===== src/rtl/sram_ctrl_pkg.sv =====
package sram_ctrl_pkg;

    typedef enum logic [2:0] {
        ST_IDLE,
        ST_RD_ACC,
        ST_RD_CAP,
        ST_RD_TURN,
        ST_WR_PULSE,
        ST_WR_HOLD
    } seq_st_e;

    // Registered memory-side strobes plus the completion flag
    typedef struct packed {
        logic ce_n;
        logic we_n;
        logic oe_n;
        logic drv;
        logic done;
    } pins_t;

    function automatic int unsigned ns_to_cyc(int unsigned ns, int unsigned period_ns);
        int unsigned c;
        c = (ns + period_ns - 1) / period_ns;
        if (c < 1) c = 1;
        return c;
    endfunction

    function automatic int unsigned max3(int unsigned a, int unsigned b, int unsigned c);
        int unsigned m;
        m = a;
        if (b > m) m = b;
        if (c > m) m = c;
        return m;
    endfunction

    function automatic pins_t pins_for(seq_st_e s);
        pins_t p;
        p = '{ce_n: 1'b1, we_n: 1'b1, oe_n: 1'b1, drv: 1'b0, done: 1'b0};
        case (s)
            ST_RD_ACC:   begin p.ce_n = 1'b0; p.oe_n = 1'b0; end
            ST_RD_CAP:   begin p.done = 1'b1; end
            ST_WR_PULSE: begin p.ce_n = 1'b0; p.we_n = 1'b0; p.drv = 1'b1; end
            ST_WR_HOLD:  begin p.ce_n = 1'b0; p.drv = 1'b1; p.done = 1'b1; end
            default:     ;
        endcase
        return p;
    endfunction

endpackage


===== src/rtl/sram_ctrl_timer.sv =====
module sram_ctrl_timer #(
    parameter int CNT_W = 4
) (
    input  logic             clk,
    input  logic             rst,
    input  logic             load,
    input  logic [CNT_W-1:0] load_val,
    output logic             zero
);
    logic [CNT_W-1:0] cnt_q;

    always_ff @(posedge clk) begin
        if (rst) begin
            cnt_q <= '0;
        end else if (load) begin
            cnt_q <= load_val;
        end else if (cnt_q != '0) begin
            cnt_q <= cnt_q - 1'b1;
        end
    end

    assign zero = (cnt_q == '0);
endmodule


===== src/rtl/sram_ctrl_seq.sv =====
module sram_ctrl_seq
    import sram_ctrl_pkg::*;
#(
    parameter int RC_CYC = 9,
    parameter int WR_CYC = 9,
    parameter int HZ_CYC = 4,
    parameter int CNT_W  = 5
) (
    input  logic  clk,
    input  logic  rst,
    input  logic  req,
    input  logic  req_we,
    output logic  ready,
    output logic  accept,
    output logic  capture,
    output pins_t pins
);
    localparam logic [CNT_W-1:0] RC_LD = CNT_W'(RC_CYC - 1);
    localparam logic [CNT_W-1:0] WR_LD = CNT_W'(WR_CYC - 1);
    localparam logic [CNT_W-1:0] HZ_LD = CNT_W'(HZ_CYC - 1);

    seq_st_e          st_q, st_nxt;
    logic             t_load;
    logic [CNT_W-1:0] t_val;
    logic             t_zero;
    pins_t            pins_q;

    sram_ctrl_timer #(.CNT_W(CNT_W)) u_timer (
        .clk      (clk),
        .rst      (rst),
        .load     (t_load),
        .load_val (t_val),
        .zero     (t_zero)
    );

    always_comb begin
        st_nxt = st_q;
        t_load = 1'b0;
        t_val  = '0;
        case (st_q)
            ST_IDLE: begin
                if (req) begin
                    t_load = 1'b1;
                    if (req_we) begin
                        st_nxt = ST_WR_PULSE;
                        t_val  = WR_LD;
                    end else begin
                        st_nxt = ST_RD_ACC;
                        t_val  = RC_LD;
                    end
                end
            end
            ST_RD_ACC:   if (t_zero) st_nxt = ST_RD_CAP;
            ST_RD_CAP: begin
                st_nxt = ST_RD_TURN;
                t_load = 1'b1;
                t_val  = HZ_LD;
            end
            ST_RD_TURN:  if (t_zero) st_nxt = ST_IDLE;
            ST_WR_PULSE: if (t_zero) st_nxt = ST_WR_HOLD;
            ST_WR_HOLD:  st_nxt = ST_IDLE;
            default:     st_nxt = ST_IDLE;
        endcase
    end

    always_ff @(posedge clk) begin
        if (rst) begin
            st_q   <= ST_IDLE;
            pins_q <= pins_for(ST_IDLE);
        end else begin
            st_q   <= st_nxt;
            pins_q <= pins_for(st_nxt);
        end
    end

    assign ready   = (st_q == ST_IDLE);
    assign accept  = (st_q == ST_IDLE) && req;
    assign capture = (st_q == ST_RD_ACC) && t_zero;
    assign pins    = pins_q;
endmodule


===== src/rtl/sram_ctrl_dp.sv =====
module sram_ctrl_dp #(
    parameter int ADDR_W = 15,
    parameter int DATA_W = 8
) (
    input  logic              clk,
    input  logic              rst,
    input  logic              accept,
    input  logic              capture,
    input  logic [ADDR_W-1:0] req_addr,
    input  logic [DATA_W-1:0] req_wdata,
    input  logic [DATA_W-1:0] mem_dq_i,
    output logic [ADDR_W-1:0] addr_q,
    output logic [DATA_W-1:0] wdata_q,
    output logic [DATA_W-1:0] rdata_q
);
    always_ff @(posedge clk) begin
        if (rst) begin
            addr_q  <= '0;
            wdata_q <= '0;
        end else if (accept) begin
            addr_q  <= req_addr;
            wdata_q <= req_wdata;
        end
    end

    always_ff @(posedge clk) begin
        if (rst) begin
            rdata_q <= '0;
        end else if (capture) begin
            rdata_q <= mem_dq_i;
        end
    end
endmodule


===== src/rtl/sram_async_ctrl.sv =====
module sram_async_ctrl
    import sram_ctrl_pkg::*;
#(
    parameter int ADDR_W        = 15,
    parameter int DATA_W        = 8,
    parameter int CLK_PERIOD_NS = 8,
    parameter int T_RC_NS       = 70,
    parameter int T_WP_NS       = 40,
    parameter int T_DW_NS       = 40,
    parameter int T_HZ_NS       = 30
) (
    input  logic              clk,
    input  logic              rst,
    input  logic              req,
    input  logic              req_we,
    input  logic [ADDR_W-1:0] req_addr,
    input  logic [DATA_W-1:0] req_wdata,
    output logic              ready,
    output logic              done,
    output logic [DATA_W-1:0] rdata,
    output logic              mem_ce_n,
    output logic              mem_we_n,
    output logic              mem_oe_n,
    output logic [ADDR_W-1:0] mem_addr,
    output logic [DATA_W-1:0] mem_dq_o,
    output logic              mem_dq_oe,
    input  logic [DATA_W-1:0] mem_dq_i
);
    localparam int RC_CYC = int'(ns_to_cyc(T_RC_NS, CLK_PERIOD_NS));
    localparam int WP_CYC = int'(ns_to_cyc(T_WP_NS, CLK_PERIOD_NS));
    localparam int DW_CYC = int'(ns_to_cyc(T_DW_NS, CLK_PERIOD_NS));
    localparam int HZ_CYC = int'(ns_to_cyc(T_HZ_NS, CLK_PERIOD_NS));
    localparam int WR_CYC = int'(max3(RC_CYC, WP_CYC, DW_CYC));
    localparam int CNT_W  = $clog2(int'(max3(RC_CYC, WR_CYC, HZ_CYC)) + 1);

    logic  accept, capture;
    pins_t pins;

    sram_ctrl_seq #(
        .RC_CYC (RC_CYC),
        .WR_CYC (WR_CYC),
        .HZ_CYC (HZ_CYC),
        .CNT_W  (CNT_W)
    ) u_seq (
        .clk     (clk),
        .rst     (rst),
        .req     (req),
        .req_we  (req_we),
        .ready   (ready),
        .accept  (accept),
        .capture (capture),
        .pins    (pins)
    );

    sram_ctrl_dp #(
        .ADDR_W (ADDR_W),
        .DATA_W (DATA_W)
    ) u_dp (
        .clk       (clk),
        .rst       (rst),
        .accept    (accept),
        .capture   (capture),
        .req_addr  (req_addr),
        .req_wdata (req_wdata),
        .mem_dq_i  (mem_dq_i),
        .addr_q    (mem_addr),
        .wdata_q   (mem_dq_o),
        .rdata_q   (rdata)
    );

    assign mem_ce_n  = pins.ce_n;
    assign mem_we_n  = pins.we_n;
    assign mem_oe_n  = pins.oe_n;
    assign mem_dq_oe = pins.drv;
    assign done      = pins.done;
endmodule


===== config.mk =====
export PLATFORM = sky130hd
export DESIGN_NAME = sram_async_ctrl
export DESIGN_NICKNAME = d
export VERILOG_FILES = /design/src/rtl/sram_ctrl_pkg.sv /design/src/rtl/sram_ctrl_timer.sv /design/src/rtl/sram_ctrl_seq.sv /design/src/rtl/sram_ctrl_dp.sv /design/src/rtl/sram_async_ctrl.sv
export SDC_FILE = /design/constraint.sdc
export NUM_CORES = 1
export LEC_CHECK = 0
export CAP_MARGIN = 20
export CORE_ASPECT_RATIO = 1.75
export CORE_UTILIZATION = 50
export CTS_CLUSTER_SIZE = 25
export DETAILED_ROUTE_END_ITERATION = 7
export DONT_BUFFER_PORTS = 1
export GPL_TIMING_DRIVEN = 0
export PLACE_DENSITY = 0.71
export SYNTH_ARGS = -nofsm -noshare
export SYNTH_HDL_FRONTEND = slang
export SYNTH_SLANG_ARGS = --single-unit

===== constraint.sdc =====
create_clock -name clk -period 1.6 [get_ports clk]
set_clock_uncertainty 0.2 [all_clocks]
set_input_delay 0.16 -clock clk [delete_from_list [all_inputs] [get_ports clk]]
set_output_delay 0.16 -clock clk [all_outputs]
set_load 0.005 [all_outputs]

; Yosys cells after proc, flatten, opt, wreduce, memory -nomap -nowiden
; Index checks and enable logic that the tools add are counted.
[word_totals]
regBits = 43
inputBits = 35
out_inout_bits = 37
word_cells = 45
[classes]
n_addsub = 1
n_eq_ne = 8
mux = 17
reduce_logical = 9
[op_table]
columns = cell, count
row1 = $mux W3, 5
row2 = $pmux W3 S5, 1
row3 = $mux W4, 3
row4 = $eq A3 B2 Y1 const B, 3
row5 = $eq A3 B3 Y1 const B, 3
row6 = $pmux W4 S2, 1
row7 = $eq A3 B1 Y1 const B, 2
row8 = $mux W1, 6
row9 = $logic_not A4 Y1, 1
row10 = $reduce_bool A4 Y1, 1
row11 = $reduce_or A2 Y1, 2
row12 = $sub A4 B1 Y4 const B, 1
row13 = $logic_not A3 Y1, 1
row14 = $reduce_or A3 Y1, 1
row15 = $logic_and A1 B1 Y1, 2
row16 = $pmux W1 S2, 1
row17 = $reduce_bool A2 Y1, 1

; Longest topological paths before layout
; Gate-level depths: netlist of the first run.
[depth]
word_depth = 6
ltp_mapped = 7
depth_no_buf = 6

; By module
; Synthesis of the first run repeated with hierarchy kept, for this count alone.
[unflattened]
hier_cells = 158
area_unflattened_um2 = 1725.4
[modules_own_cells]
columns = mod, n_inst, cells_each, area_each_um2, seq_area_each_um2
row1 = sram_ctrl_dp, 1, 100, 1118.6, 620.6
row2 = sram_ctrl_seq, 1, 34, 377.9, 160.2
row3 = sram_ctrl_timer, 1, 24, 229.0, 80.1

; Least setup slack after synthesis of the first run
; No wires, ideal clock.
[synth_path]
path_type = register to register
start = register u_seq.st_q[0]
end = register u_seq.pins_q (netlist bit u_seq.pins[2])
setup_time_ns = 0.127
t_arrival_ns = 1.433
required_ns = 1.273
setup_slack_ns = -0.160
stages_incl_launch_ff = 7
n_path_buf = 2
synth_period_minus_slack_ns = 1.760
path_cell_list = dfxtp_1 buf_4 or4b_4 buf_6 o32ai_2 nor3_2 nand3b_1
[synth_between]
elab_chain_len = 4
elab_cells_between_ends = 12
classes_between = eq/ne: 5 / mux: 6 / reduce/logical: 1
[synth_lines]
columns = element, line_no
row1 = start: declaration, sram_ctrl_seq.sv:22  ; seq_st_e st_q, st_nxt;
row2 = start signal: assignment, sram_ctrl_seq.sv:71  ; st_q <= st_nxt;
row3 = "$eq A3 B3 Y1, or another cell as far along", sram_ctrl_seq.sv:40  ; case (st_q)
row4 = $pmux W3 S5 *, sram_ctrl_seq.sv:40
row5 = $eq A3 B1 Y1 *, sram_ctrl_pkg.sv:39  ; case (s)
row6 = $mux W1 *, sram_ctrl_pkg.sv:39
row7 = end signal: assignment, sram_ctrl_seq.sv:69  ; pins_q <= pins_for(ST_IDLE);
row8 = end signal: assignment, sram_ctrl_seq.sv:72  ; pins_q <= pins_for(st_nxt);
row9 = end: declaration, sram_ctrl_seq.sv:26  ; pins_t pins_q;
; Mark *: on every way between the ends. The rest lies on a longest branch, timed or not.
; A chain may end at the register's enable or synchronous reset.

; Final worst setup path of the first run
[layout_path]
start = register u_seq.st_q[1]
end = register u_seq.pins_q (netlist bit u_seq.pins[2])
; The elaborated chain is that of the path after synthesis.

==> results.json, run 1 <==
{
  "status": "finished with violations",
  "violations": "setup timing",
  "grt_max_degree": 13,
  "postLayoutCellArea_um2": 2250,
  "rows": 27,
  "reg2reg_from": "u_seq.st_q[1]",
  "synth_seq_cells": 43,
  "synth_largest_area_cell": "dfxtp_1",
  "layout.nets": 266,
  "startpoint_type": "flip-flop",
  "via_count": 1459,
  "num_io_pins": 72,
  "max_cap_violations": 0,
  "cts_buffers": 5,
  "grt_pass1_vias": 1491,
  "cp_top_family": "simple AND/OR/NAND/NOR gates",
  "pre_cts_slack_ns": -0.300,
  "cp_max_fo": 4,
  "final_common_cell": "nand2_1",
  "via_per_inst": 5.32,
  "relSlewSlack": 0.681,
  "worst_slack_ns": -0.0471,
  "syn-num-nets": 223,
  "nFillCells": 229,
  "antenna_found_initial": 0,
  "wl_per_cell_um": 14.2,
  "met2_wirelength_um": 2200,
  "drtPass1Iterations": 4,
  "cellLeakagePower_nw": 0.921,
  "initialDrtViolationCount": 26,
  "drc_errors": 0,
  "cp_num_buf_inv": 0,
  "setup.worst_path.end": "u_seq.pins[2]",
  "clockRootBuffer": "clkbuf_8",
  "final_cell_mix": "nand2_1 (45), dfxtp_1 (38), dlygate4sd3_1 (33)",
  "dp_hpwl_um": 2390,
  "die_w_um": 45.3,
  "tightest_slew_ns": 0.474,
  "place_area_um2": 1710,
  "crit_cells": 4,
  "ys_seq_area_frac": 0.524,
  "worstSetupPathType": "flip-flop to flip-flop",
  "start_util": 0.523,
  "gp_congestion": 0.682,
  "p_per_area_nw_per_um2": 1450,
  "period_share": 1.03,
  "grt_overflow_total": 0,
  "hp-class": "input port to flip-flop",
  "fin_setup_tns_ns": -0.159,
  "critical_path.max_stage_delay_ns": 0.59,
  "dieArea_um2": 3530,
  "layout-drive-gt1-share": 0.186,
  "multi_input_area_um2": 768,
  "area_delta_synth_final_pct": 37.3,
  "syn_area_um2": 1640,
  "drv_slew": 0,
  "r2r_end": "u_seq.pins[2]",
  "worstPathArrival_ns": 1.62,
  "diodes": 0,
  "core_um2": 3140,
  "r2r_cells": 4,
  "fmax_mhz": 607,
  "fp.dieH_um": 77.8,
  "track_usage": 0.228,
  "rsz0062_at_grt": "true",
  "wl_met1_um": 1330,
  "critical_path_required_ns": 1.57,
  "crit_path_end_kind": "flip-flop",
  "htreeDepth": 2,
  "cts_tree": "built",
  "setup_viol": 8,
  "clk_latency_ns": 0.28,
  "regArea_um2": 875,
  "startpoint": "u_seq.st_q[1]",
  "routed.top_layer": "met4",
  "syn_avg_cell_area_um2": 8.78,
  "wl_um": 3890,
  "ant_nets": 0,
  "yosysUniqueCellTypes": 26,
  "grt_pass1_wl_um": 5930,
  "period_minus_slack_ns": 1.65,
  "cp_cell_sequence": "or4b_4 -> o32ai_4 -> nor3_4 -> nand3b_1",
  "synthCells": 187,
  "r2r_setup_slack_ns": -0.05,
  "crit_slowest_cell": "or4b_4",
  "yosysTopAreaCellShare": 0.524,
  "yosys_warnings": 0,
  "clock_path_buffers": 2,
  "synthTopCellsByArea": "dfxtp_1 (52%), nand2_1 (11%), a21oi_1 (8.2%), mux2i_1 (6.7%), nor2_1 (3.9%)",
  "path_clk_slew_ns": 0.07,
  "hold_viol": 0,
  "io_buffers": 0,
  "cts.sinks": 43,
  "ir_drop_v": 0.000984,
  "wl_met3_um": 248
}
## registers in the layout (all words and copies together), names as in the netlist
| register | cells |
|---|---|
| u_dp.wdata_q | 8 |
| u_seq.st_q | 3 |
| u_seq.u_timer.cnt_q | 4 |
| u_dp.rdata_q | 8 |
| u_seq.pins | 5 |
| u_dp.addr_q | 15 |
## kinds of logic (layout without fill, tap and decap cells)
group,after synthesis,in the layout,share of synthesized area
AO/OA/AOI/OAI,28,28,0.0922
XOR/XNOR,4,4,0.0213
adder cells (fa/ha/maj),1,1,0.00762
buffers and inverters,17,61,0.0534
flip-flops,43,43,0.524
multiplexers,11,11,0.0671
AND/OR/NAND/NOR,83,83,0.234
## where the power goes
part | internal (mW) | total, mW | switching (mW)
sequential | 1.27 | 1.44 | 0.171
combinational | 0.562 | 1.10 | 0.541
clock | 0.393 | 0.719 | 0.325
## through the flow
stage / instances / utilization / power (mW) / hold WS [ns]
2_1_floorplan: 187 / - / 2.14 / 0.0960
3_3_place_gp: 230 / 0.545 / 2.25 / 0.0990
3_5_place_dp: 230 / 0.545 / 2.30 / 0.107
4_1_cts: 272 / 0.704 / 3.22 / 0.0435
5_1_grt: 274 / 0.718 / 3.48 / 0.0464
6_report: 274 / 0.718 / 3.27 / 0.0459
## metal layers
layer,track usage,vias to the layer above
met4,0.118,0
met1,0.194,679
li1,-,696
met3,0.0674,14
met2,0.432,70
met5,0,-
## how the worst min path moves through the flow
stage	startpoint	end	slack (ns)	cells past startpoint
final	req	u_dp.addr_q[11]	0.05	3
after floorplan	req_addr[0]	u_dp.addr_q[0]	0.1	2
after global routing	req	u_dp.addr_q[11]	0.05	3
after CTS	req	u_dp.addr_q[11]	0.04	3
after detailed placement	req_addr[8]	u_dp.addr_q[8]	0.11	2
after global placement	req_addr[2]	u_dp.addr_q[2]	0.1	2
## worst register-to-register path, delay by kind of cell (launching register included)
kind / cells / cell delay, ns
compound gates: 1 / 0.14
flops: 1 / 0.36
simple gates: 3 / 0.84
## cell usage after synthesis (all sizes together)
library cell / count
nand2: 48
dfxtp: 43
a21oi: 27
nor2: 17
mux2i: 11
buf: 7
clkbuf: 7
nor3: 5
inv: 3
nor2b: 2
nor3b: 2
nor4: 2
xnor2: 2
xor2: 2
and2: 1
and3: 1
and4bb: 1
ha: 1
nand3: 1
nand3b: 1
nor4b: 1
o32ai: 1
or4b: 1
## layout make-up
cell class / instances / area share
timing repair buffer: 41 / 0.175
clock buffer: 8 / 0.0444
tap: 43 / 0.0239
inverter: 3 / 0.00499
multi-input combinational: 127 / 0.341
buffer: 9 / 0.0233
sequential: 43 / 0.388
## repair_timing
action                                  CTS  global route
hold buffers                             33             0
endpoints found under the setup margin   39            38
setup buffers                             6             2
pin swaps                                 4             5
endpoints found under the hold margin    34             0
resized for setup                        21             9
Power figures use the tool's default switching activity.
==> inputs of run 2 (changes only) <==
Settings changed: CTS_BUF_LIST set to sky130_fd_sc_hd__clkbuf_8, MAX_ROUTING_LAYER set to met4, PLACE_DENSITY 0.71 to 0.65.
==> run 2 against run 1 <==
- design area is 0.94% higher
- total power increased by 3.4%
- sequential share of layout area down 0.47 points
- the flow still finishes with violations (setup timing)
- setup slack worse by 0.036 ns
- critical path depth stayed put
- highest routed layer unchanged
- largest cell class unchanged
==> results.json, run 2 (same netlist as run 1, synthesis figures left out) <==
{
  "status": "finished with violations",
  "violations": "setup timing",
  "relSlewSlack": 0.674,
  "drtPass1Iterations": 4,
  "top_regs": "u_dp.addr_q (15), u_dp.rdata_q (8), u_dp.wdata_q (8)",
  "ir_drop_v": 0.000987,
  "total_power_mw": 3.38,
  "layout.nets": 266,
  "met1_usage": 0.225,
  "via_per_inst": 5.10,
  "ant_nets": 0,
  "grt_pass1_wl_um": 5520,
  "cellLeakagePower_nw": 0.931,
  "reg2reg_from": "u_seq.st_q[2]",
  "area_delta_synth_final_pct": 38.6,
  "crit_path_end_kind": "flip-flop",
  "clk_latency_ns": 0.29,
  "htreeDepth": 2,
  "grt_overflow_total": 0,
  "period_share": 1.05,
  "r2r_end": "u_seq.u_timer.cnt_q[1]",
  "rows": 27,
  "num_io_pins": 72,
  "period_minus_slack_ns": 1.68,
  "via_count": 1391,
  "critical_path_required_ns": 1.56,
  "io_buffers": 0,
  "critical_path.max_stage_delay_ns": 0.59,
  "fin_setup_tns_ns": -0.335,
  "die_w_um": 45.3,
  "busiest_layer": "met2",
  "rsz0062_at_grt": "true",
  "dieArea_um2": 3530,
  "pre_cts_slack_ns": -0.274,
  "final_common_cell": "nand2_1",
  "hp-class": "input port to flip-flop",
  "top_register": "u_dp.addr_q",
  "cts_buffers": 5,
  "crit_slowest_cell": "or4b_4",
  "diodes": 0,
  "min_path_cells": 3,
  "layout-drive-gt1-share": 0.187,
  "worstPathArrival_ns": 1.65,
  "clockRootBuffer": "clkbuf_8",
  "final_util": 0.724,
  "track_usage": 0.216,
  "fp.dieH_um": 77.8,
  "gp_congestion": 0.745,
  "setup_viol": 10,
  "final_cell_mix": "nand2_1 (45), dfxtp_1 (38), dlygate4sd3_1 (34)",
  "cts.sinks": 43,
  "worstSetupPathType": "flip-flop to flip-flop",
  "wl_per_cell_um": 13.6,
  "tightest_slew_ns": 0.488,
  "instances_no_fill": 273,
  "start_util": 0.523,
  "largest_register_ffs": 15,
  "r2r_cells": 4,
  "drc_errors": 0,
  "wl_um": 3720,
  "r2r_setup_slack_ns": -0.08,
  "dp_hpwl_um": 2270,
  "path_clk_slew_ns": 0.07,
  "core_um2": 3140,
  "worst_slack_ns": -0.0833,
  "cts_tree": "built",
  "hp-start": "rst",
  "cp_max_fo": 10,
  "drv_slew": 0,
  "hold_end": "u_seq.pins[4]",
  "grt_max_degree": 13,
  "grt_util_met2": 0.381,
  "antenna_found_initial": 0,
  "p_per_area_nw_per_um2": 1480,
  "max_cap_violations": 0,
  "initialDrtViolationCount": 20,
  "dpl.cell_count": 230,
  "startpoint_type": "flip-flop",
  "met3_usage": 0.0419,
  "grt_pass1_vias": 1310,
  "clock_path_buffers": 2,
  "fmax_mhz": 594,
  "hold_viol": 0,
  "cp_cell_sequence": "or4b_4 -> buf_4 -> a21oi_1 -> nor2_1"
}
==> run 2: cell types whose count changed in the layout (fill, tap and decap cells not counted), sizes merged <==
cell / delta
buf: -1
clkbuf: -3
dlygate4sd3: +1
inv: +1
bufinv: +1
==> run 2: where the power goes <==
| part | switching, mW | internal (mW) |
|---|---|---|
| sequential | 0.168 | 1.27 |
| combinational | 0.559 | 0.590 |
| clock | 0.337 | 0.451 |
| total | 1.06 | 2.31 |
==> run 2: repair_timing <==
action                                 CTS  global route
pin swaps                                4             4
setup endpoints to repair               39            33
resized for setup                       20            14
endpoints found under the hold margin   35             4
buffers inserted                         7             0
hold buffers                            33             1
gates cloned                             0             0
==> run 2: worst max path at each step <==
| stage | startpoint | slack, ns | cells after the start | to |
|---|---|---|---|---|
| finish | u_seq.st_q[2] | -0.08 | 4 | u_seq.u_timer.cnt_q[1] |
| global route | u_seq.u_timer.cnt_q[1] | -0.13 | 7 | u_seq.u_timer.cnt_q[1] |
| CTS | u_seq.st_q[2] | -0.06 | 4 | u_seq.pins[2] |
| detailed placement | u_seq.st_q[1] | -0.27 | 7 | u_dp.addr_q[6] |
| global placement | u_seq.st_q[1] | -0.25 | 7 | u_dp.wdata_q[7] |
| floorplan | u_seq.st_q[1] | -0.14 | 6 | u_seq.pins[2] |
==> run 2: layout make-up <==
type,instances,area (µm²)
sequential,43,872
fill,234,866
multi-input combinational,127,783
timing repair buffer,41,400
clock buffer,5,68.8
tap,43,53.8
buffer,9,52.6
clock inverter,2,33.8
inverter,3,11.3
==> run 2: worst max-delay path: cells and delay by family (launching register included) <==
kind | cells | cell delay [ns]
and+or+nand+nor | 2 | 0.65
DFF | 1 | 0.37
buffers and inverters | 1 | 0.20
AOI/OAI and AO/OA | 1 | 0.15
==> run 2: per-stage QoR <==
stage          hold slack (ns)  instance area (µm²)
2_1_floorplan           0.0960                 1660
3_3_place_gp            0.0994                 1710
3_5_place_dp             0.103                 1710
4_1_cts                 0.0389                 2220
5_1_grt                  0.127                 2280
6_report                0.0941                 2280
==> run 2: routing by layer <==
layer  vias up  share of wire  wire (µm)
li1        695              -          -
met2        49           0.56       2080
met1       641           0.39       1440
met5         -              0          0
met3         6          0.039        145
met4         0          0.015         55
